==> src/rtl/gpio_bank_pkg.sv <==
package gpio_bank_pkg;

  localparam int BANKS     = 4;
  localparam int BANK_W    = 32;
  localparam int MAX_LINES = BANKS * BANK_W;

  typedef enum logic [3:0] {
    K_LEVEL = 4'd0,
    K_DIR   = 4'd1,
    K_SET   = 4'd2,
    K_CLR   = 4'd3,
    K_RISE  = 4'd4,
    K_FALL  = 4'd5,
    K_STAT  = 4'd6,
    K_AFLO  = 4'd7,
    K_AFHI  = 4'd8,
    K_NONE  = 4'd9
  } reg_kind_e;

  typedef struct packed {
    reg_kind_e  kind;
    logic [1:0] bank;
    logic       in_win;
  } dec_t;

  // Mask of lines that exist in bank b when only 'lines' pins are present
  function automatic logic [BANK_W-1:0] bank_mask(int lines, int b);
    int n;
    n = lines - BANK_W * b;
    if (n <= 0)      return '0;
    if (n >= BANK_W) return '1;
    return (32'h1 << n) - 32'h1;
  endfunction

endpackage

==> src/rtl/gpio_addr_dec.sv <==
module gpio_addr_dec
  import gpio_bank_pkg::*;
#(
  parameter int ADDR_W = 12
) (
  input  logic [ADDR_W-1:0] addr,
  output dec_t              dec
);

  localparam logic [ADDR_W-1:0] WIN_END = ADDR_W'(512);
  localparam logic [5:0] PACKED_WORDS = 6'd21;  // 7 kinds x 3 banks
  localparam logic [5:0] AF_END       = 6'd29;  // 4 banks x 2 words after that
  localparam logic [5:0] HI_LAST      = 6'd18;  // last kind word in the bank-3 window

  logic [5:0] word;
  logic [3:0] grp;
  logic [1:0] rem;
  logic [2:0] af_idx;

  // Word index inside a 256-byte half. In the packed half, three banks
  // interleave per kind, so the quotient gives the kind and the remainder the bank.
  always_comb begin
    word   = addr[7:2];
    grp    = 4'(word / 6'd3);
    rem    = 2'(word % 6'd3);
    af_idx = 3'(word - PACKED_WORDS);

    dec.kind   = K_NONE;
    dec.bank   = 2'd0;
    dec.in_win = (addr < WIN_END);

    if (dec.in_win && (addr[1:0] == 2'b00)) begin
      if (!addr[8]) begin
        if (word < PACKED_WORDS) begin
          dec.kind = reg_kind_e'(grp);
          dec.bank = rem;
        end else if (word < AF_END) begin
          dec.kind = af_idx[0] ? K_AFHI : K_AFLO;
          dec.bank = af_idx[2:1];
        end
      end else if ((word <= HI_LAST) && (rem == 2'd0)) begin
        dec.kind = reg_kind_e'(grp);
        dec.bank = 2'd3;
      end
    end
  end

endmodule

==> src/rtl/gpio_bank_regs.sv <==
module gpio_bank_regs
  import gpio_bank_pkg::*;
#(
  parameter logic [BANK_W-1:0] LINE_MASK = '1
) (
  input  logic              clk,
  input  logic              rst_n,
  input  logic              wr_en,
  input  reg_kind_e         wr_kind,
  input  logic [BANK_W-1:0] wr_data,
  input  logic [BANK_W-1:0] pin_lvl,
  output logic [BANK_W-1:0] dir_q,
  output logic [BANK_W-1:0] latch_q,
  output logic [BANK_W-1:0] setw_q,
  output logic [BANK_W-1:0] rise_q,
  output logic [BANK_W-1:0] fall_q,
  output logic [BANK_W-1:0] aflo_q,
  output logic [BANK_W-1:0] afhi_q,
  output logic [BANK_W-1:0] level
);

  logic [BANK_W-1:0] dir_n, latch_n, setw_n, rise_n, fall_n, aflo_n, afhi_n;

  always_comb begin
    dir_n   = dir_q;
    latch_n = latch_q;
    setw_n  = setw_q;
    rise_n  = rise_q;
    fall_n  = fall_q;
    aflo_n  = aflo_q;
    afhi_n  = afhi_q;
    case (wr_kind)
      K_DIR:  dir_n   = wr_data & LINE_MASK;
      K_SET: begin
        latch_n = latch_q | (wr_data & LINE_MASK);
        setw_n  = wr_data;
      end
      K_CLR:  latch_n = latch_q & ~wr_data;
      K_RISE: rise_n  = wr_data;
      K_FALL: fall_n  = wr_data;
      K_AFLO: aflo_n  = wr_data;
      K_AFHI: afhi_n  = wr_data;
      default: ;
    endcase
  end

  always_ff @(posedge clk or negedge rst_n) begin
    if (!rst_n) begin
      dir_q   <= '0;
      latch_q <= '0;
      setw_q  <= '0;
      rise_q  <= '0;
      fall_q  <= '0;
      aflo_q  <= '0;
      afhi_q  <= '0;
    end else if (wr_en) begin
      dir_q   <= dir_n;
      latch_q <= latch_n;
      setw_q  <= setw_n;
      rise_q  <= rise_n;
      fall_q  <= fall_n;
      aflo_q  <= aflo_n;
      afhi_q  <= afhi_n;
    end
  end

  assign level = ((latch_q & dir_q) | (pin_lvl & ~dir_q)) & LINE_MASK;

  logic wr_set, wr_clr;
  assign wr_set = wr_en && (wr_kind == K_SET);
  assign wr_clr = wr_en && (wr_kind == K_CLR);

  AST_SET_ONLY_RAISES: assert property (@(posedge clk) disable iff (!rst_n)
    wr_set |=> ((latch_q & $past(latch_q)) == $past(latch_q)));
  AST_CLR_ONLY_LOWERS: assert property (@(posedge clk) disable iff (!rst_n)
    wr_clr |=> ((latch_q & ~$past(latch_q)) == '0));
  AST_LATCH_HOLDS: assert property (@(posedge clk) disable iff (!rst_n)
    !(wr_set || wr_clr) |=> $stable(latch_q));
  AST_ABSENT_LINES_ZERO: assert property (@(posedge clk) disable iff (!rst_n)
    ((dir_q | latch_q) & ~LINE_MASK) == '0);

endmodule

==> src/rtl/gpio_rd_port.sv <==
module gpio_rd_port
  import gpio_bank_pkg::*;
#(
  parameter logic [BANK_W-1:0] CLR_READ_VALUE = 32'hC1EA_0000
) (
  input  logic                         clk,
  input  logic                         rst_n,
  input  logic                         ren,
  input  logic                         wen,
  input  dec_t                         dec,
  input  logic [BANKS-1:0][BANK_W-1:0] lvl_a,
  input  logic [BANKS-1:0][BANK_W-1:0] dir_a,
  input  logic [BANKS-1:0][BANK_W-1:0] setw_a,
  input  logic [BANKS-1:0][BANK_W-1:0] rise_a,
  input  logic [BANKS-1:0][BANK_W-1:0] fall_a,
  input  logic [BANKS-1:0][BANK_W-1:0] aflo_a,
  input  logic [BANKS-1:0][BANK_W-1:0] afhi_a,
  output logic [BANK_W-1:0]            rdata,
  output logic                         notify,
  output logic                         err
);

  logic [BANK_W-1:0] sel;
  logic              notify_n, err_n;

  always_comb begin
    case (dec.kind)
      K_LEVEL: sel = lvl_a[dec.bank];
      K_DIR:   sel = dir_a[dec.bank];
      K_SET:   sel = setw_a[dec.bank];
      K_CLR:   sel = CLR_READ_VALUE;
      K_RISE:  sel = rise_a[dec.bank];
      K_FALL:  sel = fall_a[dec.bank];
      K_AFLO:  sel = aflo_a[dec.bank];
      K_AFHI:  sel = afhi_a[dec.bank];
      default: sel = '0;
    endcase
    notify_n = ren && (dec.kind == K_LEVEL);
    err_n    = (ren || wen) && dec.in_win && (dec.kind == K_NONE);
  end

  always_ff @(posedge clk or negedge rst_n) begin
    if (!rst_n) begin
      rdata  <= '0;
      notify <= 1'b0;
      err    <= 1'b0;
    end else begin
      if (ren) rdata <= sel;
      notify <= notify_n;
      err    <= err_n;
    end
  end

  logic far_rd, far_acc;
  assign far_rd  = ren && !dec.in_win;
  assign far_acc = (ren || wen) && !dec.in_win;

  AST_FAR_READ_ZERO: assert property (@(posedge clk) disable iff (!rst_n)
    far_rd |=> (rdata == '0));
  AST_FAR_NO_ERR: assert property (@(posedge clk) disable iff (!rst_n)
    far_acc |=> !err);
  AST_RDATA_HOLD: assert property (@(posedge clk) disable iff (!rst_n)
    !ren |=> $stable(rdata));

endmodule

==> src/rtl/gpio_bank_ctrl.sv <==
module gpio_bank_ctrl
  import gpio_bank_pkg::*;
#(
  parameter int                NUM_LINES      = 128,
  parameter int                ADDR_W         = 12,
  parameter logic [BANK_W-1:0] CLR_READ_VALUE = 32'hC1EA_0000
) (
  input  logic                 clk,
  input  logic                 rst_n,
  input  logic [ADDR_W-1:0]    bus_addr,
  input  logic                 bus_wen,
  input  logic [BANK_W-1:0]    bus_wdata,
  input  logic                 bus_ren,
  output logic [BANK_W-1:0]    bus_rdata,
  output logic                 bus_err,
  output logic                 level_rd_pulse,
  input  logic [NUM_LINES-1:0] pin_in,
  output logic [NUM_LINES-1:0] pin_out,
  output logic [NUM_LINES-1:0] pin_oe
);

  localparam int PAD = MAX_LINES - NUM_LINES;

  dec_t dec;
  logic [MAX_LINES-1:0]         pin_in_full, out_full, oe_full;
  logic [BANKS-1:0][BANK_W-1:0] lvl_a, dir_a, latch_a, setw_a, rise_a, fall_a, aflo_a, afhi_a;

  generate
    if (PAD == 0) begin : g_full
      assign pin_in_full = pin_in;
    end else begin : g_pad
      assign pin_in_full = {{PAD{1'b0}}, pin_in};
    end
  endgenerate

  gpio_addr_dec #(.ADDR_W(ADDR_W)) u_dec (
    .addr (bus_addr),
    .dec  (dec)
  );

  genvar b;
  generate
    for (b = 0; b < BANKS; b++) begin : g_bank
      logic wr_b;
      assign wr_b = bus_wen && (dec.kind != K_NONE) && (dec.bank == 2'(b));

      gpio_bank_regs #(.LINE_MASK(bank_mask(NUM_LINES, b))) u_regs (
        .clk     (clk),
        .rst_n   (rst_n),
        .wr_en   (wr_b),
        .wr_kind (dec.kind),
        .wr_data (bus_wdata),
        .pin_lvl (pin_in_full[b*BANK_W +: BANK_W]),
        .dir_q   (dir_a[b]),
        .latch_q (latch_a[b]),
        .setw_q  (setw_a[b]),
        .rise_q  (rise_a[b]),
        .fall_q  (fall_a[b]),
        .aflo_q  (aflo_a[b]),
        .afhi_q  (afhi_a[b]),
        .level   (lvl_a[b])
      );

      assign oe_full[b*BANK_W +: BANK_W]  = dir_a[b];
      assign out_full[b*BANK_W +: BANK_W] = latch_a[b] & dir_a[b];
    end
  endgenerate

  gpio_rd_port #(.CLR_READ_VALUE(CLR_READ_VALUE)) u_rd (
    .clk    (clk),
    .rst_n  (rst_n),
    .ren    (bus_ren),
    .wen    (bus_wen),
    .dec    (dec),
    .lvl_a  (lvl_a),
    .dir_a  (dir_a),
    .setw_a (setw_a),
    .rise_a (rise_a),
    .fall_a (fall_a),
    .aflo_a (aflo_a),
    .afhi_a (afhi_a),
    .rdata  (bus_rdata),
    .notify (level_rd_pulse),
    .err    (bus_err)
  );

  assign pin_out = out_full[NUM_LINES-1:0];
  assign pin_oe  = oe_full[NUM_LINES-1:0];

  AST_DRIVE_NEEDS_OE: assert property (@(posedge clk) disable iff (!rst_n)
    (pin_out & ~pin_oe) == '0);
  AST_NOTIFY_AFTER_READ: assert property (@(posedge clk) disable iff (!rst_n)
    level_rd_pulse |-> $past(bus_ren));
  AST_ERR_AFTER_ACCESS: assert property (@(posedge clk) disable iff (!rst_n)
    bus_err |-> $past(bus_ren || bus_wen));
  AST_PINS_STABLE_IDLE: assert property (@(posedge clk) disable iff (!rst_n)
    !bus_wen |=> ($stable(pin_oe) && $stable(pin_out)));

endmodule

==> config.mk <==
export PLATFORM = sky130hd
export DESIGN_NAME = gpio_bank_ctrl
export DESIGN_NICKNAME = d
export VERILOG_FILES = /design/src/rtl/gpio_bank_pkg.sv /design/src/rtl/gpio_addr_dec.sv /design/src/rtl/gpio_bank_regs.sv /design/src/rtl/gpio_rd_port.sv /design/src/rtl/gpio_bank_ctrl.sv
export SDC_FILE = /design/constraint.sdc
export NUM_CORES = 2
export LEC_CHECK = 0
export BUFFER_PORTS_ARGS = -buffer_cell sky130_fd_sc_hd__buf_2
export CAP_MARGIN = 40
export CELL_PAD_IN_SITES_DETAIL_PLACEMENT = 1
export CELL_PAD_IN_SITES_GLOBAL_PLACEMENT = 1
export CORE_ASPECT_RATIO = 0.7
export CORE_MARGIN = 3
export CORE_UTILIZATION = 38
export CTS_CLUSTER_SIZE = 28
export DETAILED_ROUTE_END_ITERATION = 8
export PLACE_DENSITY_LB_ADDON = 0.1
export REMOVE_ABC_BUFFERS = 1
export SETUP_SLACK_MARGIN = 0.1
export SYNTH_ARGS = -nofsm -noshare
export SYNTH_HDL_FRONTEND = slang
export SYNTH_SLANG_ARGS = --single-unit
==> constraint.sdc <==
create_clock -name clk -period 2.6 [get_ports clk]
set_input_delay 0 -clock clk [delete_from_list [all_inputs] [get_ports clk]]
set_output_delay 0 -clock clk [all_outputs]
set_load 0.005 [all_outputs]
# After elaboration in Yosys (flattened, before gate mapping)
# Cells that the tools add are included.
[classes] magnitude_cmp=5 n_eq_ne=12 div=2 n_reduce_logical=44 bitwise=25 add_sub_neg=1 muxes=25
[ops] operator="$bmux W32 S2" count=7
[ops] operator="$and A32 B32 Y32" count=12
[ops] operator="$or A32 B32 Y32" count=8
[ops] operator="$pmux W32 S2" count=4
[ops] operator="$pmux W32 S8" count=1
[ops] operator="$mux W32" count=7
[ops] operator="$not A32 Y32" count=5
[ops] operator="$reduce_and A2 Y1" count=28
[ops] operator="$mux W6" count=5
[ops] operator="$eq A4 B3 Y1 const B" count=3
[ops] operator="$lt A12 B10 Y1 const B" count=1
[ops] operator="$lt A6 B5 Y1 const B" count=2
[ops] operator="$logic_and A1 B1 Y1" count=10
[ops] operator="$eq A4 B2 Y1 const B" count=2
[ops] operator="$eq A4 B4 Y1 const B" count=2
[ops] operator="$div A6 B2 Y6 const B" count=1
[ops] operator="$le A6 B5 Y1 const B" count=1
[ops] operator="$logic_not A2 Y1" count=3
[ops] operator="$mod A6 B2 Y6 const B" count=1
[ops] operator="$eq A2 B2 Y1 const B" count=2
[ops] operator="$eq A4 B1 Y1 const B" count=1
[ops] operator="$logic_not A4 Y1" count=1
[ops] operator="$mux W4" count=1
[ops] operator="$ne A4 B4 Y1 const B" count=1
[ops] operator="other kinds (5)" count=5
[word_totals] regBits=930 in_bits=176 word_cells=145 output_inout_bits=290

# Depth between registers and ports, before layout
[depth] ltp_word=10 ltp_mapped=24 mapped_depth_nobuf=20

# By module
# From an unflattened synthesis, not the netlist that was laid out.
[hier_totals] cells_unflattened=2986 area_unflattened_um2=45000.7
[modules_own_cells] module="gpio_bank_regs" seq_area_each_um2=5605.4 area_each_um2=8789.7 cells_per_inst=551 instances=4
[modules_own_cells] module="gpio_rd_port" seq_area_each_um2=850.8 area_each_um2=8220.4 cells_per_inst=553 instances=1
[modules_own_cells] module="gpio_bank_ctrl" seq_area_each_um2=0.0 area_each_um2=864.6 cells_per_inst=134 instances=1
[modules_own_cells] module="gpio_addr_dec" seq_area_each_um2=0.0 area_each_um2=757.0 cells_per_inst=95 instances=1

# Worst setup path before layout
# OpenSTA, ideal clock, no wires.
[synth_timing] kind="input to register" from="input bus_addr[4]" to="register g_bank[3].u_regs.dir_q[9]" path_stages=21 slack_ns=-1.765 required_time_ns=2.475 n_path_buf=3 arrival_time_ns=4.240 setup_time_ns=0.125 cell_sequence="buf_2 clkbuf_1 o211ai_1 o21ai_0 inv_1 ha_1 a31oi_1 o21ai_0 nor2_1 xnor2_1 ha_1 or3_1 o31ai_1 a31o_2 o31a_1 nand2_2 nor3_2 nand3_2 nor2_2 buf_2 mux2_2"
[synth_via] elab_chain_cells=10 elab_cells_between_ends=21 classes_between="add/sub: 1; div: 2; order compare: 4; eq/ne: 3; mux: 5; reduce/logical: 6"
[synth_rtl] item="start, declared" line="gpio_bank_ctrl.sv:10" rtl="input logic [ADDR_W-1:0] bus_addr,"
[synth_rtl] item="$mod A6 B2 Y6" line="gpio_addr_dec.sv:25" rtl="rem = 2'(word % 6'd3);"
[synth_rtl] item="$logic_not A2 Y1" line="gpio_addr_dec.sv:41" rtl="end else if ((word <= HI_LAST) && (rem == 2'd0)) begin"
[synth_rtl] item="$logic_and A1 B1 Y1" line="gpio_addr_dec.sv:41"
[synth_rtl] item="$mux W6" line="gpio_addr_dec.sv:41"
[synth_rtl] item="$mux W6" line="gpio_addr_dec.sv:33" rtl="if (!addr[8]) begin"
[synth_rtl] item="$mux W6 (*)" line="gpio_addr_dec.sv:32" rtl="if (dec.in_win && (addr[1:0] == 2'b00)) begin"
[synth_rtl] item="$ne A4 B4 Y1" line="gpio_bank_ctrl.sv:45" rtl="assign wr_b = bus_wen && (dec.kind != K_NONE) && (dec.bank == 2'(b));"
[synth_rtl] item="$logic_and A1 B1 Y1 (2 in series)" line="gpio_bank_ctrl.sv:45"
[synth_rtl] item="$reduce_and A2 Y1 (no line) (*)"
[synth_rtl] item="end signal, assigned" line="gpio_bank_regs.sv:57" rtl="dir_q <= dir_n;"
[synth_rtl] item="end, declared" line="gpio_bank_regs.sv:12" rtl="output logic [BANK_W-1:0] dir_q,"
# Mark *: on every way between the ends. The rest lies on a longest branch, timed or not.
# A chain may end at the register's enable or synchronous reset.

# Worst setup path in the final report
[layout_timing] from="input bus_addr[5]" to="register g_bank[0].u_regs.setw_q[19]"
[layout_via] elab_chain_cells=10 elab_cells_between_ends=20 classes_between="div: 2; order compare: 4; eq/ne: 2; mux: 5; reduce/logical: 7"
[layout_rtl] item="$mod A6 B2 Y6" line="gpio_addr_dec.sv:25"
[layout_rtl] item="$logic_not A2 Y1" line="gpio_addr_dec.sv:41"
[layout_rtl] item="$logic_and A1 B1 Y1" line="gpio_addr_dec.sv:41"
[layout_rtl] item="$mux W6" line="gpio_addr_dec.sv:41"
[layout_rtl] item="$mux W6" line="gpio_addr_dec.sv:33"
[layout_rtl] item="$mux W6 (*)" line="gpio_addr_dec.sv:32"
[layout_rtl] item="$ne A4 B4 Y1" line="gpio_bank_ctrl.sv:45"
[layout_rtl] item="$logic_and A1 B1 Y1 (2 in series)" line="gpio_bank_ctrl.sv:45"
[layout_rtl] item="$reduce_and A2 Y1 (no line) (*)"
[layout_rtl] item="end signal, assigned" line="gpio_bank_regs.sv:59" rtl="setw_q <= setw_n;"
[layout_rtl] item="end, declared" line="gpio_bank_regs.sv:14" rtl="output logic [BANK_W-1:0] setw_q,"
# Marked as above.

==> summary.txt <==
STA
  – Worst slew pin tran: ~0.87 ns
  – Setup violators final: 929
  – Final TNS setup: -949.96 ns
  – Hold Slack: about 0.033 ns
  – FMAX: 0.2613 GHz
  – Final Hold Fails: 0
  – Relative slew slack: between 40% and 50%
  – Final period util: 147.2%
  – Fin crit period: approximately 3.8 ns
  – Final WS setup: -1.227 ns
  – Worst clock skew: about 0.042 ns
  – RSZ-0062 raised after global routing: true
  – Final Max Tran Viols: 0

Route
  – DRT Pass-1 Iters: 5
  – Total Wirelength: about 230 mm
  – 1st-iter DRT viols: 4,264
  – DR DRC count: 0
  – Via density: 6.134
  – WL per Instance: 34.56 µm
  – Post-DRT Antenna Nets: 0
  – Vias: about 41,000

Critical path
  – CP top delay family: buffers and inverters
  – Max stage delay on crit path: ~0.44 ns
  – Worst Setup Path Type: in -> reg
  – Capturing point of the worst reg2reg path: u_rd.rdata[6]$_DFFE_PN0P_
  – Worst path most repeated cell: buf_4
  – Worst R2R Start: g_bank[0].u_regs.dir_q[6]$_DFFE_PN0P_
  – Reg2reg setup slack: around 0.35 ns
  – Startpoint Class: input pin
  – Worst Path Max Fanout: 17
  – Critical path buffer and inverter count: 15
  – CP Cell Sequence: buf_8 > or3b_4 > nand2_4 > o21ai_4 > buf_4 > buf_4 > buf_4 > buf_4 > buf_4 > buf_4 > buf_4 > buf_4 > buf_4 > a311o_2 > or2_4 > o21ai_4 > buf_12 > buf_4 > nand3_4 > buf_12 > buf_4 > nor2_4 > buf_12 > mux2_2
  – Worst Path Arrival: between 4 and 5 ns
  – R2R depth: 6
  – Critical path endpoint category: register
  – Critical-path top delay cell: a311o_2
  – Required time worst endpoint: between 3 and 4 ns

Final layout
  – Layout net count: approximately 5,200
  – Share of layout cells above drive strength 1: 43.91%
  – P&R area growth vs syn: 42.59%
  – Fillers: 11,827
  – Fin util: roughly 55%

Global route
  – Initial antenna violation count: 7
  – Largest net degree at the start of global routing: between 90 and 100
  – Vias in the first global route: 40,567
  – Tot GR Track Use: 34.43%
  – Global-route wire length before repair: 304.7 mm
  – Grt total ovfl: 0

Hold path
  – Hold path start: pin_in[32]
  – HP Class: in -> reg
  – Hold EP: u_rd.rdata[0]$_DFFE_PN0P_
  – Hold Path Depth: 5

Synth
  – Synth cell types: 81
  – Seq/Total Area, Yosys: 52.18%
  – Asr flop ratio synth: 100.0%
  – Synth Register Bits: slightly above 900
  – Post-Synthesis Cells: 4,069
  – Synth warn: 0
  – Post-synth EDFFs: 0
  – Main synth FF type: dfrtp_1
  – Synth Cell Area: roughly 45,000 µm²
  – Mean Syn Cell Area: ~11 µm²

Power and ir drop
  – Sequential power share: 43.6%
  – Max IR drop VDD: ~460 µV
  – Net Switching: 8.546 mW
  – PwrDens: approximately 520 nW/µm²
  – Combinational Power Share: 9.6%
  – Internal: roughly 25 mW
  – Leak: between 30 and 40 nW
  – Switching share of power: 25.73%
  – Clock share of power: between 40% and 50%

Floorplanning
  – Initial Utilization: about two fifths
  – DIE WIDTH: around 420 µm
  – Core outline area: about 120,000 µm²
  – Die height: approximately 290 µm
  – Die area: between 100,000 and 150,000 µm²
  – I/O pin total: roughly 470
  – Site row count: about 100

CTS
  – CTS buffer count: 98
  – Clock Sinks: 930
  – Root Buffer: clkbuf_16
  – Max clock buf depth: 3
  – Worst-Skew Late Latency: 0.72 ns
  – Total number of H-tree levels: 3
  – Worst-path clk slew: 0.06 ns
  – CTS tree: yes

Run status
  – Failing checks: negative setup slack
  – Outcome: finished with violations

Placed design
  – HPWL Detailed: approximately 140 mm
  – Gpl congestion: approximately 0.9
  – Port Buffers: ~470

Flow run
  – Max-cap viol count: 0
[worst reg2reg max path, stage by stage (launching register included)]
cell and delay [ns]:
dfrtp_1 0.45, and2_1 0.22, a21oi_1 0.25, a21oi_1 0.11, a31o_2 0.24, or4_4 0.52, o32a_1 0.35
[metrics by stage]
stage / setup WS [ns] / total power [mW] / area, µm² / std cells
floorplan: -11.93 / 15.45 / 42970 / 3696
global placement: -2.316 / 17.44 / 53010 / 6208
detailed placement: -2.340 / 17.44 / 53010 / 6209
CTS: -1.002 / 33.03 / 59870 / 6576
global route: -1.282 / 34.10 / 63590 / 6679
finish: -1.227 / 33.22 / 63600 / 6680
[power by group through the flow]
| stage | logic, mW | registers (mW) | clock network (mW) |
|---|---|---|---|
| 6_report | 3.19 | 14.5 | 15.6 |
| 5_1_grt | 3.30 | 14.5 | 16.3 |
| 4_1_cts | 2.93 | 14.5 | 15.6 |
| 3_5_place_dp | 2.70 | 14.7 | 0 |
| 3_3_place_gp | 2.70 | 14.7 | 0 |
| 2_1_floorplan | 0.699 | 14.7 | 0 |
[synth_stat cells (all sizes together) (14+ instances only)]
cell type / number / area share (%)
clkbuf: 196 / 1.7
a21o: 14 / 0.24
and2: 129 / 1.8
o31ai: 37 / 0.63
buf: 177 / 2.0
o22a: 23 / 0.45
dfrtp: 930 / 52
o21ai: 219 / 2.5
nand2: 432 / 3.6
nor3: 48 / 0.63
inv: 97 / 0.82
a31oi: 57 / 0.80
o22ai: 17 / 0.24
o211ai: 14 / 0.24
nor2b: 57 / 0.80
a221oi: 15 / 0.29
a32oi: 15 / 0.29
nand3: 23 / 0.28
a21oi: 290 / 3.3
mux2: 632 / 16
a22o: 204 / 4.0
a22oi: 122 / 2.1
a2111oi: 23 / 0.45
a211o: 38 / 0.75
and3: 61 / 0.86
nor2: 66 / 0.61
[how the worst max path moves through the flow]
stage	from	endpoint	slack, ns	cells after the start
after floorplan	bus_addr[11]	u_rd.rdata[9]$_DFFE_PN0P_	-11.93	7
after global placement	bus_addr[6]	u_rd.rdata[15]$_DFFE_PN0P_	-2.32	24
after detailed placement	bus_addr[6]	u_rd.rdata[15]$_DFFE_PN0P_	-2.34	26
after CTS	bus_addr[6]	u_rd.rdata[1]$_DFFE_PN0P_	-1.00	24
after global routing	bus_addr[6]	register	-1.28	29
final	bus_addr[5]	g_bank[0].u_regs.setw_q[19]$_DFFE_PN0P_	-1.23	24
[area by class of cell]
type                       count  area, µm²  share of cell area, %
sequential                   930      23270                  36.59
timing repair buffer        1269      12480                  19.62
clock inverter                46      616.8                 0.9699
inverter                      97      364.1                 0.5725
multi-input combinational   2669      22080                  34.71
antenna                        1      2.502               0.003935
clock buffer                 131       2861                  4.499
tap                         1537       1923                  3.024
[timing repair]
| item | in CTS | in global routing |
|---|---|---|
| gates cloned | 27 | 29 |
| pin swaps | 77 | 145 |
| endpoints found under the hold margin | 1749 | 0 |
| gates resized for setup | 272 | 577 |
| setup buffers | 101 | 78 |
| endpoints found under the setup margin | 930 | 930 |
| hold buffers | 65 | 0 |
[routing by layer]
| metal | up-vias | part of all wire [%] | global-route usage [%] |
|---|---|---|---|
| met1 | 21704 | 43 | 49.46 |
| met4 | 0 | 4.7 | 11.15 |
| li1 | 16732 | - | - |
| met5 | - | 0 | 0 |
| met2 | 2046 | 44 | 52.16 |
| met3 | 491 | 9.0 | 6.926 |
[placed cells by master (no fill, tap or decap), drive strengths merged, types with 10 or more instances in the layout]
cell / netlist / routed
a32oi: 15 / 15
a22o: 204 / 204
clkinv: 0 / 23
and3: 61 / 61
o22ai: 17 / 17
dlygate4sd3: 0 / 64
o22a: 23 / 23
a221oi: 15 / 15
mux2: 632 / 632
nor2: 66 / 66
a22oi: 122 / 122
a21oi: 290 / 290
a211o: 38 / 38
dfrtp: 930 / 930
o211ai: 14 / 14
and2: 129 / 129
buf: 177 / 1176
a21o: 14 / 14
nand3: 23 / 23
inv: 97 / 99
bufinv: 0 / 14
clkbuf: 196 / 160
a2111oi: 23 / 23
o31ai: 37 / 37
a31oi: 57 / 57
nor3: 48 / 48
nor2b: 57 / 57
a211oi: 10 / 10
o21ai: 219 / 219
mux2i: 10 / 10
nand2: 432 / 432
[logic make-up (layout without fill, tap and decap cells)]
group / count (synthesis) / after routing / synth area share (%)
AND/OR/NAND/NOR: 861 / 861 / 9.336
other: 0 / 1 / 0
multiplexers: 642 / 642 / 16.18
AO/OA/AOI/OAI: 1154 / 1154 / 17.56
XOR/XNOR: 7 / 7 / 0.1375
adder cells (fa/ha/maj): 5 / 5 / 0.1403
flip-flops: 930 / 930 / 52.18
buffers and inverters: 470 / 1543 / 4.466
No activity file was read; power rests on OpenSTA's default activity.
